<file path="src/rtl/adc_fmt_pkg.sv">
package adc_fmt_pkg;

  typedef enum logic [1:0] {
    RES_NARROW = 2'd0,
    RES_WIDE   = 2'd1,
    RES_MID    = 2'd2,
    RES_FULL   = 2'd3
  } res_mode_e;

  // Result width in bits for a mode/polarity pair.
  function automatic int unsigned res_bits(input logic [1:0] mode,
                                           input logic diff,
                                           input int unsigned full_w);
    case (res_mode_e'(mode))
      RES_NARROW: return diff ? 9  : 8;
      RES_WIDE:   return diff ? 13 : 12;
      RES_MID:    return diff ? 11 : 10;
      default:    return full_w;
    endcase
  endfunction

endpackage

</file>
<file path="src/rtl/adc_fmt_extract.sv">
module adc_fmt_extract #(
  parameter int DATA_W = 16,
  parameter int CALC_W = DATA_W + 2,
  parameter int NB_W   = $clog2(DATA_W + 1)
) (
  input  logic [DATA_W-1:0] raw,
  input  logic              diff,
  input  logic [NB_W-1:0]   nbits,
  output logic [CALC_W-1:0] code
);
  localparam int IDX_W = $clog2(DATA_W);

  logic [IDX_W-1:0] top_idx;
  logic             fill;

  assign top_idx = IDX_W'(nbits - NB_W'(1));
  assign fill    = diff & raw[top_idx];

  for (genvar g = 0; g < CALC_W; g++) begin : g_bit
    if (g < DATA_W) begin : g_in
      assign code[g] = (32'(g) < 32'(nbits)) ? raw[g] : fill;
    end else begin : g_ext
      assign code[g] = fill;
    end
  end

endmodule

</file>
<file path="src/rtl/adc_fmt_clamp.sv">
module adc_fmt_clamp #(
  parameter int DATA_W = 16,
  parameter int CALC_W = DATA_W + 2,
  parameter int NB_W   = $clog2(DATA_W + 1)
) (
  input  logic [CALC_W-1:0] code,
  input  logic [DATA_W-1:0] offset,
  input  logic              diff,
  input  logic [NB_W-1:0]   nbits,
  output logic [CALC_W-1:0] sat
);
  localparam int EXT_W = CALC_W - DATA_W;

  logic signed [CALC_W-1:0] ofs_ext, delta, hi_lim, lo_lim, one, span, half;

  always_comb begin
    ofs_ext = {{EXT_W{offset[DATA_W-1]}}, offset};
    delta   = $signed(code) - ofs_ext;
    one     = CALC_W'(1);
    span    = one << nbits;
    half    = one << (nbits - NB_W'(1));
    hi_lim  = diff ? (half - one) : (span - one);
    lo_lim  = diff ? -half : '0;
    if (delta > hi_lim)      sat = hi_lim;
    else if (delta < lo_lim) sat = lo_lim;
    else                     sat = delta;
  end

endmodule

</file>
<file path="src/rtl/adc_fmt_pack.sv">
module adc_fmt_pack #(
  parameter int DATA_W = 16,
  parameter int CALC_W = DATA_W + 2,
  parameter int NB_W   = $clog2(DATA_W + 1)
) (
  input  logic [CALC_W-1:0] sat,
  input  logic              diff,
  input  logic [NB_W-1:0]   nbits,
  output logic [DATA_W-1:0] word
);
  localparam int IDX_W = $clog2(CALC_W);

  logic [IDX_W-1:0] sgn_idx;
  logic             pad;

  assign sgn_idx = IDX_W'(nbits - NB_W'(1));
  assign pad     = diff & sat[sgn_idx];

  for (genvar g = 0; g < DATA_W; g++) begin : g_out
    assign word[g] = (32'(g) < 32'(nbits)) ? sat[g] : pad;
  end

endmodule

</file>
<file path="src/rtl/adc_result_corrector.sv">
module adc_result_corrector
  import adc_fmt_pkg::*;
#(
  parameter int DATA_W = 16
) (
  input  logic              clk,
  input  logic              rst_n,
  input  logic              in_valid,
  output logic              in_ready,
  input  logic [DATA_W-1:0] in_raw,
  input  logic [1:0]        in_mode,
  input  logic              in_diff,
  input  logic [DATA_W-1:0] in_offset,
  output logic              out_valid,
  input  logic              out_ready,
  output logic [DATA_W-1:0] out_data
);
  localparam int CALC_W = DATA_W + 2;
  localparam int NB_W   = $clog2(DATA_W + 1);

  logic [NB_W-1:0]   nbits;
  logic [CALC_W-1:0] code, sat;
  logic [DATA_W-1:0] word;
  logic              accept;
  logic              vld_q, diff_q;
  logic [NB_W-1:0]   bits_q;
  logic [DATA_W-1:0] data_q;

  assign nbits = NB_W'(res_bits(in_mode, in_diff, DATA_W));

  adc_fmt_extract #(.DATA_W(DATA_W), .CALC_W(CALC_W), .NB_W(NB_W)) u_extract (
    .raw(in_raw), .diff(in_diff), .nbits(nbits), .code(code)
  );

  adc_fmt_clamp #(.DATA_W(DATA_W), .CALC_W(CALC_W), .NB_W(NB_W)) u_clamp (
    .code(code), .offset(in_offset), .diff(in_diff), .nbits(nbits), .sat(sat)
  );

  adc_fmt_pack #(.DATA_W(DATA_W), .CALC_W(CALC_W), .NB_W(NB_W)) u_pack (
    .sat(sat), .diff(in_diff), .nbits(nbits), .word(word)
  );

  assign in_ready = !vld_q || out_ready;
  assign accept   = in_valid && in_ready;

  always_ff @(posedge clk or negedge rst_n) begin
    if (!rst_n) begin
      vld_q  <= 1'b0;
      diff_q <= 1'b0;
      bits_q <= '0;
      data_q <= '0;
    end else if (accept) begin
      vld_q  <= 1'b1;
      diff_q <= in_diff;
      bits_q <= nbits;
      data_q <= word;
    end else if (out_ready) begin
      vld_q  <= 1'b0;
    end
  end

  assign out_valid = vld_q;
  assign out_data  = data_q;


  accept_latency_chk: assert property (@(posedge clk) disable iff (!rst_n)
    (in_valid && in_ready) |=> out_valid);


  stall_hold_chk: assert property (@(posedge clk) disable iff (!rst_n)
    (out_valid && !out_ready) |=> (out_valid && $stable(out_data)));


  stall_block_chk: assert property (@(posedge clk) disable iff (!rst_n)
    (out_valid && !out_ready) |-> !in_ready);


  single_pad_chk: assert property (@(posedge clk) disable iff (!rst_n)
    (out_valid && !diff_q) |-> ((32'(out_data) >> bits_q) == 32'd0));


  diff_range_chk: assert property (@(posedge clk) disable iff (!rst_n)
    (out_valid && diff_q) |->
      ((int'($signed(out_data)) >= -(32'sd1 <<< (bits_q - 1'b1))) &&
       (int'($signed(out_data)) <= ((32'sd1 <<< (bits_q - 1'b1)) - 32'sd1))));

endmodule

</file>
<file path="config.mk">
export PLATFORM = sky130hd
export DESIGN_NAME = adc_result_corrector
export DESIGN_NICKNAME = d
export VERILOG_FILES = /design/src/rtl/adc_fmt_pkg.sv /design/src/rtl/adc_fmt_extract.sv /design/src/rtl/adc_fmt_clamp.sv /design/src/rtl/adc_fmt_pack.sv /design/src/rtl/adc_result_corrector.sv
export SDC_FILE = /design/constraint.sdc
export NUM_CORES = 1
export LEC_CHECK = 0
export CORE_MARGIN = 8
export CORE_UTILIZATION = 40
export DETAILED_ROUTE_END_ITERATION = 12
export PLACE_DENSITY_LB_ADDON = 0.2
export SYNTH_ARGS = -nofsm -noshare
export SYNTH_HDL_FRONTEND = slang
export SYNTH_SLANG_ARGS = --single-unit
</file>
<file path="constraint.sdc">
create_clock -name clk -period 3.3 [get_ports clk]
set_clock_uncertainty 0.1 [all_clocks]
set_input_delay 0.66 -clock clk [delete_from_list [all_inputs] [get_ports clk]]
set_output_delay 0.66 -clock clk [all_outputs]
set_load 0.005 [all_outputs]
</file>
-- Word-level counts from Yosys, hierarchy flattened
Cells that the tools add are included.
- $add $sub $neg: 5
- order comparisons: 20
- equal/unequal tests: 2
- shift operators: 2
- mux-type cells: 46
- bitwise logic cells: 2
- reduce and logical (&&, ||, !) cells: 5
- operators with widths (cell ; count):
    2-to-1 mux 18 bit ; 4
    less-than comparator 4 x 5 -> 1 bit (first input constant) ; 8
    2-to-1 mux 1 bit ; 39
    << shifter 1 x 5 -> 18 bit (first input constant) ; 2
    subtractor 18 x 2 -> 18 bit (second input constant) ; 2
    less-than comparator 3 x 5 -> 1 bit (first input constant) ; 4
    greater-than comparator 18 bit ; 1
    less-than comparator 18 bit ; 1
    negator 18 bit ; 1
    subtractor 17 x 16 -> 18 bit ; 1
    one-hot mux 5 bit (3 select lines) ; 1
    less-than comparator 1 x 5 -> 1 bit (first input constant) ; 2
    less-than comparator 2 x 5 -> 1 bit (first input constant) ; 2
    less-than comparator 5 x 6 -> 1 bit (second input constant) ; 1
    binary-select mux 1 bit (select 5 bit) ; 1
    less-than comparator 4 x 5 -> 1 bit (second input constant) ; 1
    subtractor 5 x 1 -> 5 bit (second input constant) ; 1
    binary-select mux 1 bit (select 4 bit) ; 1
    AND 1 bit ; 2
    equality test 2 x 1 -> 1 bit (second input constant) ; 1
    equality test 2 bit (second input constant) ; 1
    zero test 2 bit ; 1
    nonzero test 2 bit ; 1
    logical AND 1 bit ; 1
    2 further kinds ; 2
- bits in registers: 17
- input port bits: 39

-- Logic depth before layout (Yosys ltp)
- depth after elaboration: 15
- depth in mapped cells: 39

-- By module
From an unflattened synthesis, not the netlist that was laid out.
- cell total of the unflattened synthesis: 699
- area total of the unflattened synthesis: 5373.9 µm²
- modules (own cells, without submodules) (module ; instances ; cells each ; area each (µm²) ; sequential area each (µm²)):
    adc_fmt_clamp ; 1 ; 448 ; 3037.9 ; 0.0
    adc_fmt_pack ; 1 ; 104 ; 833.3 ; 0.0
    adc_fmt_extract ; 1 ; 105 ; 780.7 ; 0.0
    adc_result_corrector ; 1 ; 42 ; 721.9 ; 425.4

-- Worst setup path before layout
OpenSTA, ideal clock, no wires.
- path type: input-to-reg
- start: input in_mode[0]
- end: register data_q[13], in the netlist out_data[13]
- arrival time: 8.016 ns
- required time: 3.133 ns
- path slack: -4.883 ns
- stages: 36
- buffers on the path: 3
- cells stage by stage: inv_1 > ha_1 > buf_6 > or3_4 > nand2_2 > clkbuf_1 > ha_1 > clkbuf_1 > mux4_2 > nand2_1 > and3_1 > a311oi_1 > mux2_2 > inv_1 > fa_1 > nor2b_1 > o21ai_0 > a21oi_1 > o31a_1 > o2111ai_1 > a21boi_0 > o21a_1 > nor2_1 > xnor2_1 > ha_1 > nand4_1 > nor3_1 > nand2_1 > or4_1 > mux2_2 > nand3_4 > mux2i_1 > nor4_1 > or4_4 > a211oi_2 > a311o_1
- longest elaborated chain between the ends: 15
- elaborated cells on any way between the ends: 56
- those cells by class: 5 x add/sub; 18 x order compare; 2 x eq/ne; 2 x shift; 26 x mux; 2 x bitwise; 1 x reduce/logical
- ends and longest elaborated chain (element ; line ; RTL):
    from (decl) ; adc_result_corrector.sv:11 ; input logic [1:0] in_mode,
    equality test 2 bit, or another cell as far along ; adc_fmt_pkg.sv:14 ; case (res_mode_e'(mode))
    one-hot mux 5 bit (3 select lines) (*) ; adc_fmt_pkg.sv:14 ;
    subtractor 5 x 1 -> 5 bit ; adc_fmt_clamp.sv:21, adc_fmt_pack.sv:16 ;
    binary-select mux 1 bit (select 4 bit) ; adc_fmt_extract.sv:17 ; assign fill = diff & raw[top_idx];
    2-to-1 mux 1 bit (implied by the code) ; adc_fmt_extract.sv:17 ;
    AND 1 bit ; adc_fmt_extract.sv:17 ;
    2-to-1 mux 1 bit ; adc_fmt_extract.sv:21 ; assign code[g] = (32'(g) < 32'(nbits)) ? raw[g] : fill;
    subtractor 17 x 16 -> 18 bit ; adc_fmt_clamp.sv:18 ; delta = $signed(code) - ofs_ext;
    less-than comparator 18 bit ; adc_fmt_clamp.sv:25 ; else if (delta < lo_lim) sat = lo_lim;
    2-to-1 mux 18 bit ; adc_fmt_clamp.sv:25 ;
    2-to-1 mux 18 bit ; adc_fmt_clamp.sv:24 ; if (delta > hi_lim) sat = hi_lim;
    binary-select mux 1 bit (select 5 bit) ; adc_fmt_pack.sv:17 ; assign pad = diff & sat[sgn_idx];
    2-to-1 mux 1 bit (implied by the code) ; adc_fmt_pack.sv:17 ;
    AND 1 bit ; adc_fmt_pack.sv:17 ;
    2-to-1 mux 1 bit (*) ; adc_fmt_pack.sv:20 ; assign word[g] = (32'(g) < 32'(nbits)) ? sat[g] : pad;
    to (signal assigned) ; adc_result_corrector.sv:56 ; data_q <= word;
    to (decl) ; adc_result_corrector.sv:27 ; logic [DATA_W-1:0] data_q;
Every way passes the cells marked *; elsewhere a longest branch is shown, timed or not. The select of a mux whose other input is x is not followed.
A chain may end at the register's enable or synchronous reset.

-- Final worst setup path
- start: input in_mode[0]
- end: register data_q[15], in the netlist out_data[15]
Same word-level chain as after synthesis.

==> run_results.csv <==
group,metric,value,unit
sta,period_share,220.0,%
floorplan,dieArea,0.01465,mm^2
finish,final_cell_mix,"241 x buf_4, 63 x nand2_1, 53 x clkdlybuf4s50_1, 52 x ha_1",
sta,setup_tns,-58.58,ns
synth,ys.flop_type,"dfrtp_1",
placement,dpl.cell_count,988,
sta,setup_viol,16,
synth,synth_simple_gate_area_share,24.55,%
synth,synth_fa_ha_area_share,17.69,%
route,wl_per_cell,18.09,um
placement,io_buffers,56,
synth,synth-xor-area-share,3.969,%
route,vias,5743,
outcome,outcome,"finished, violations left",
global_route,grt_pass1_wl,28970,um
run,max-cap-violations,0,
placement,place_area,0.006778,mm^2
sta,hold_ws,0.3786,ns
floorplan,pin_count,57,
global_route,antenna_found_initial,0,
global_route,grt_max_degree,24,
critical_path,crit_slowest_cell,"mux4_2",
synth,synth_edf_count,0,
cts,cts.clk_slew.worst_paths,0.07,ns
global_route,grt.total_usage,24.25,%
pwr,p_leak,3.514,nW
critical_path,worstSetupStartpointType,"input port",
sta,layout_min_cycle_time,7.261,ns
finish,area_delta_synth_final,67.56,%
route,first_pass_iters,5,
route,first_iter_violations,402,
floorplan,core_area,0.01079,mm^2
global_route,grt.overflow.total,0,
finish,layout.cells.non_filler,1020,
synth,postSynth.asyncResetShare,100.0,%
placement,dpl.hpwl,15210,um
pwr,peakVddDrop,0.0003626,V
sta,slew_viol_final,0,
critical_path,path_class,"in -> reg",
critical_path,max_stage_delay,0.52,ns
synth,ys_types,89,
floorplan,rows,38,
global_route,grt_pass1_vias,5833,
floorplan,die_w,121.0,um
synth,yosysWarnings,0,
placement,gp_congestion,0.9601,
cts,cts_buffers,3,
finish,layout.nets,981,
placement,dpl_worst_slack,-4.886,ns
floorplan,floorplan.initialDensity,40.89,%
synth,ys_ff_latch,17,
route,finalWirelength,18460,um
synth,synth_top_family_by_area,"compound AO/OA/AOI/OAI gates",
finish,layout_commonest_cell,"buf_4",
outcome,failed_checks,"negative setup slack",
cts,worstSkewPairLatency,0.24,ns
cts,cts_tree,"yes",
sta,hold_violations,0,
critical_path,cp.required,3.33,ns
synth,syn_area,0.004413,mm^2
sta,tightest_slew,0.7458,ns
cts,cts_root_buffer,"clkbuf_8",
synth,seq_area_frac_synth,9.640,%
sta,grt_setup_unrepaired,"yes",
critical_path,critPathCaptureType,"flop",
route,viasPerCell,5.630,
synth,synth_cells,588,
sta,fmax,137.7,MHz
finish,drive_gt1_share,41.14,%
critical_path,cp.arrival,7.29,ns
route,drtAntennaViolNets,0,
sta,finalWorstSetupSlack,-3.961,ns
hold_path,hp-class,"reg -> reg",
floorplan,die_y,121.0,um
pwr,power_density,540.3,mW/mm^2
route,drc,0,
cts,cts_max_path_buffers,2,
synth,synth_compound_area_share,33.00,%
synth,syn-mean-instance-area,7.505,um^2
cts,cts.sinks,17,
finish,postLayoutCellArea,0.007395,mm^2
sta,relSlewSlack,50.12,%
finish,num_antenna_cells,0,
critical_path,crit_fanout,7,
cts,h-tree-depth,1,
synth,muxShareOfSynthArea,4.735,%
## layout make-up
class                   count  area, um^2
multi-input cells         508        4099
fillers                   914        3398
repair buffers            306        2474
flip-flops and latches     17       425.4
inverters                  45       175.2
well taps                 140       175.2
clock buffers               3       41.29
clock inverters             1       5.005
## flip-flops by register name, indices dropped and copies added (netlist names)
signal     flops
out_data      16
out_valid      1
## worst max-delay path: cells and delay by family
family | cells | cell delay, ns
buffers and inverters | 8 | 1.11
multiplexers | 2 | 0.82
AND/OR/NAND/NOR | 8 | 1.32
XOR/XNOR | 1 | 0.14
AO/OA/AOI/OAI | 14 | 2.36
adder cells (fa/ha/maj) | 4 | 0.88
## cell usage after synthesis (11+ instances only)
library cell	count	area, um^2
dfrtp_1	17	425.4
nor3_1	12	60.06
nand4_1	11	68.82
and2_1	12	75.07
nand3_1	15	75.07
nor2_1	36	135.1
a21oi_1	45	225.2
a21o_1	12	90.09
inv_1	42	157.7
o21ai_0	36	180.2
ha_1	60	750.7
nand2_1	66	247.7
a211oi_1	12	90.09
## where the power goes
part	internal, mW	switching (mW)
Sequential	0.303	0.0501
Combinational	1.83	1.66
Clock	0.0835	0.0679
## worst paths after layout
path / from / to / slack, ns / cells after the start
worst min register to register: out_data[3]$_DFFE_PN0P_ / out_data[3]$_DFFE_PN0P_ / 0.38 / 2
max in group asynchronous: rst_n / out_data[11]$_DFFE_PN0P_ / 1.88 / 1
worst min-delay path: out_data[3]$_DFFE_PN0P_ / out_data[3]$_DFFE_PN0P_ / 0.38 / 2
worst max-delay path: in_mode[0] / out_data[15]$_DFFE_PN0P_ / -3.96 / 37
worst max register to register: out_valid$_DFFE_PN0P_ / out_data[1]$_DFFE_PN0P_ / 1.60 / 6
min in group asynchronous: rst_n / out_data[4]$_DFFE_PN0P_ / 0.75 / 1
## per-layer routing
metal,routed length (um),track usage (%)
met1,7749,29.37
met2,8827,42.28
met3,1137,3.537
met4,740,9.212
met5,0,0
## stage by stage
| step | total power, mW | utilization [%] |
|---|---|---|
| after floorplan | 1.876 | - |
| after global placement | 3.190 | 62.80 |
| after detailed placement | 3.247 | 62.80 |
| after CTS | 3.604 | 65.42 |
| after global routing | 4.301 | 68.51 |
| final | 3.995 | 68.51 |
## kinds of logic after synthesis
kind of cell	Yosys count
xor gates and xnor gates	20
muxes	15
AOI/OAI and AO/OA	202
other	1
adders and majority gates	62
DFF	17
and+or+nand+nor	206
buffers and inverters	65
## what timing repair did
action / in CTS / in global routing
pin swaps: 30 / 40
setup endpoints to repair: 16 / 16
resized for setup: 46 / 49
gates cloned: 0 / 1
setup buffers: 13 / 15
hold buffers: 0 / 0
(Power assumes the default switching activity.)
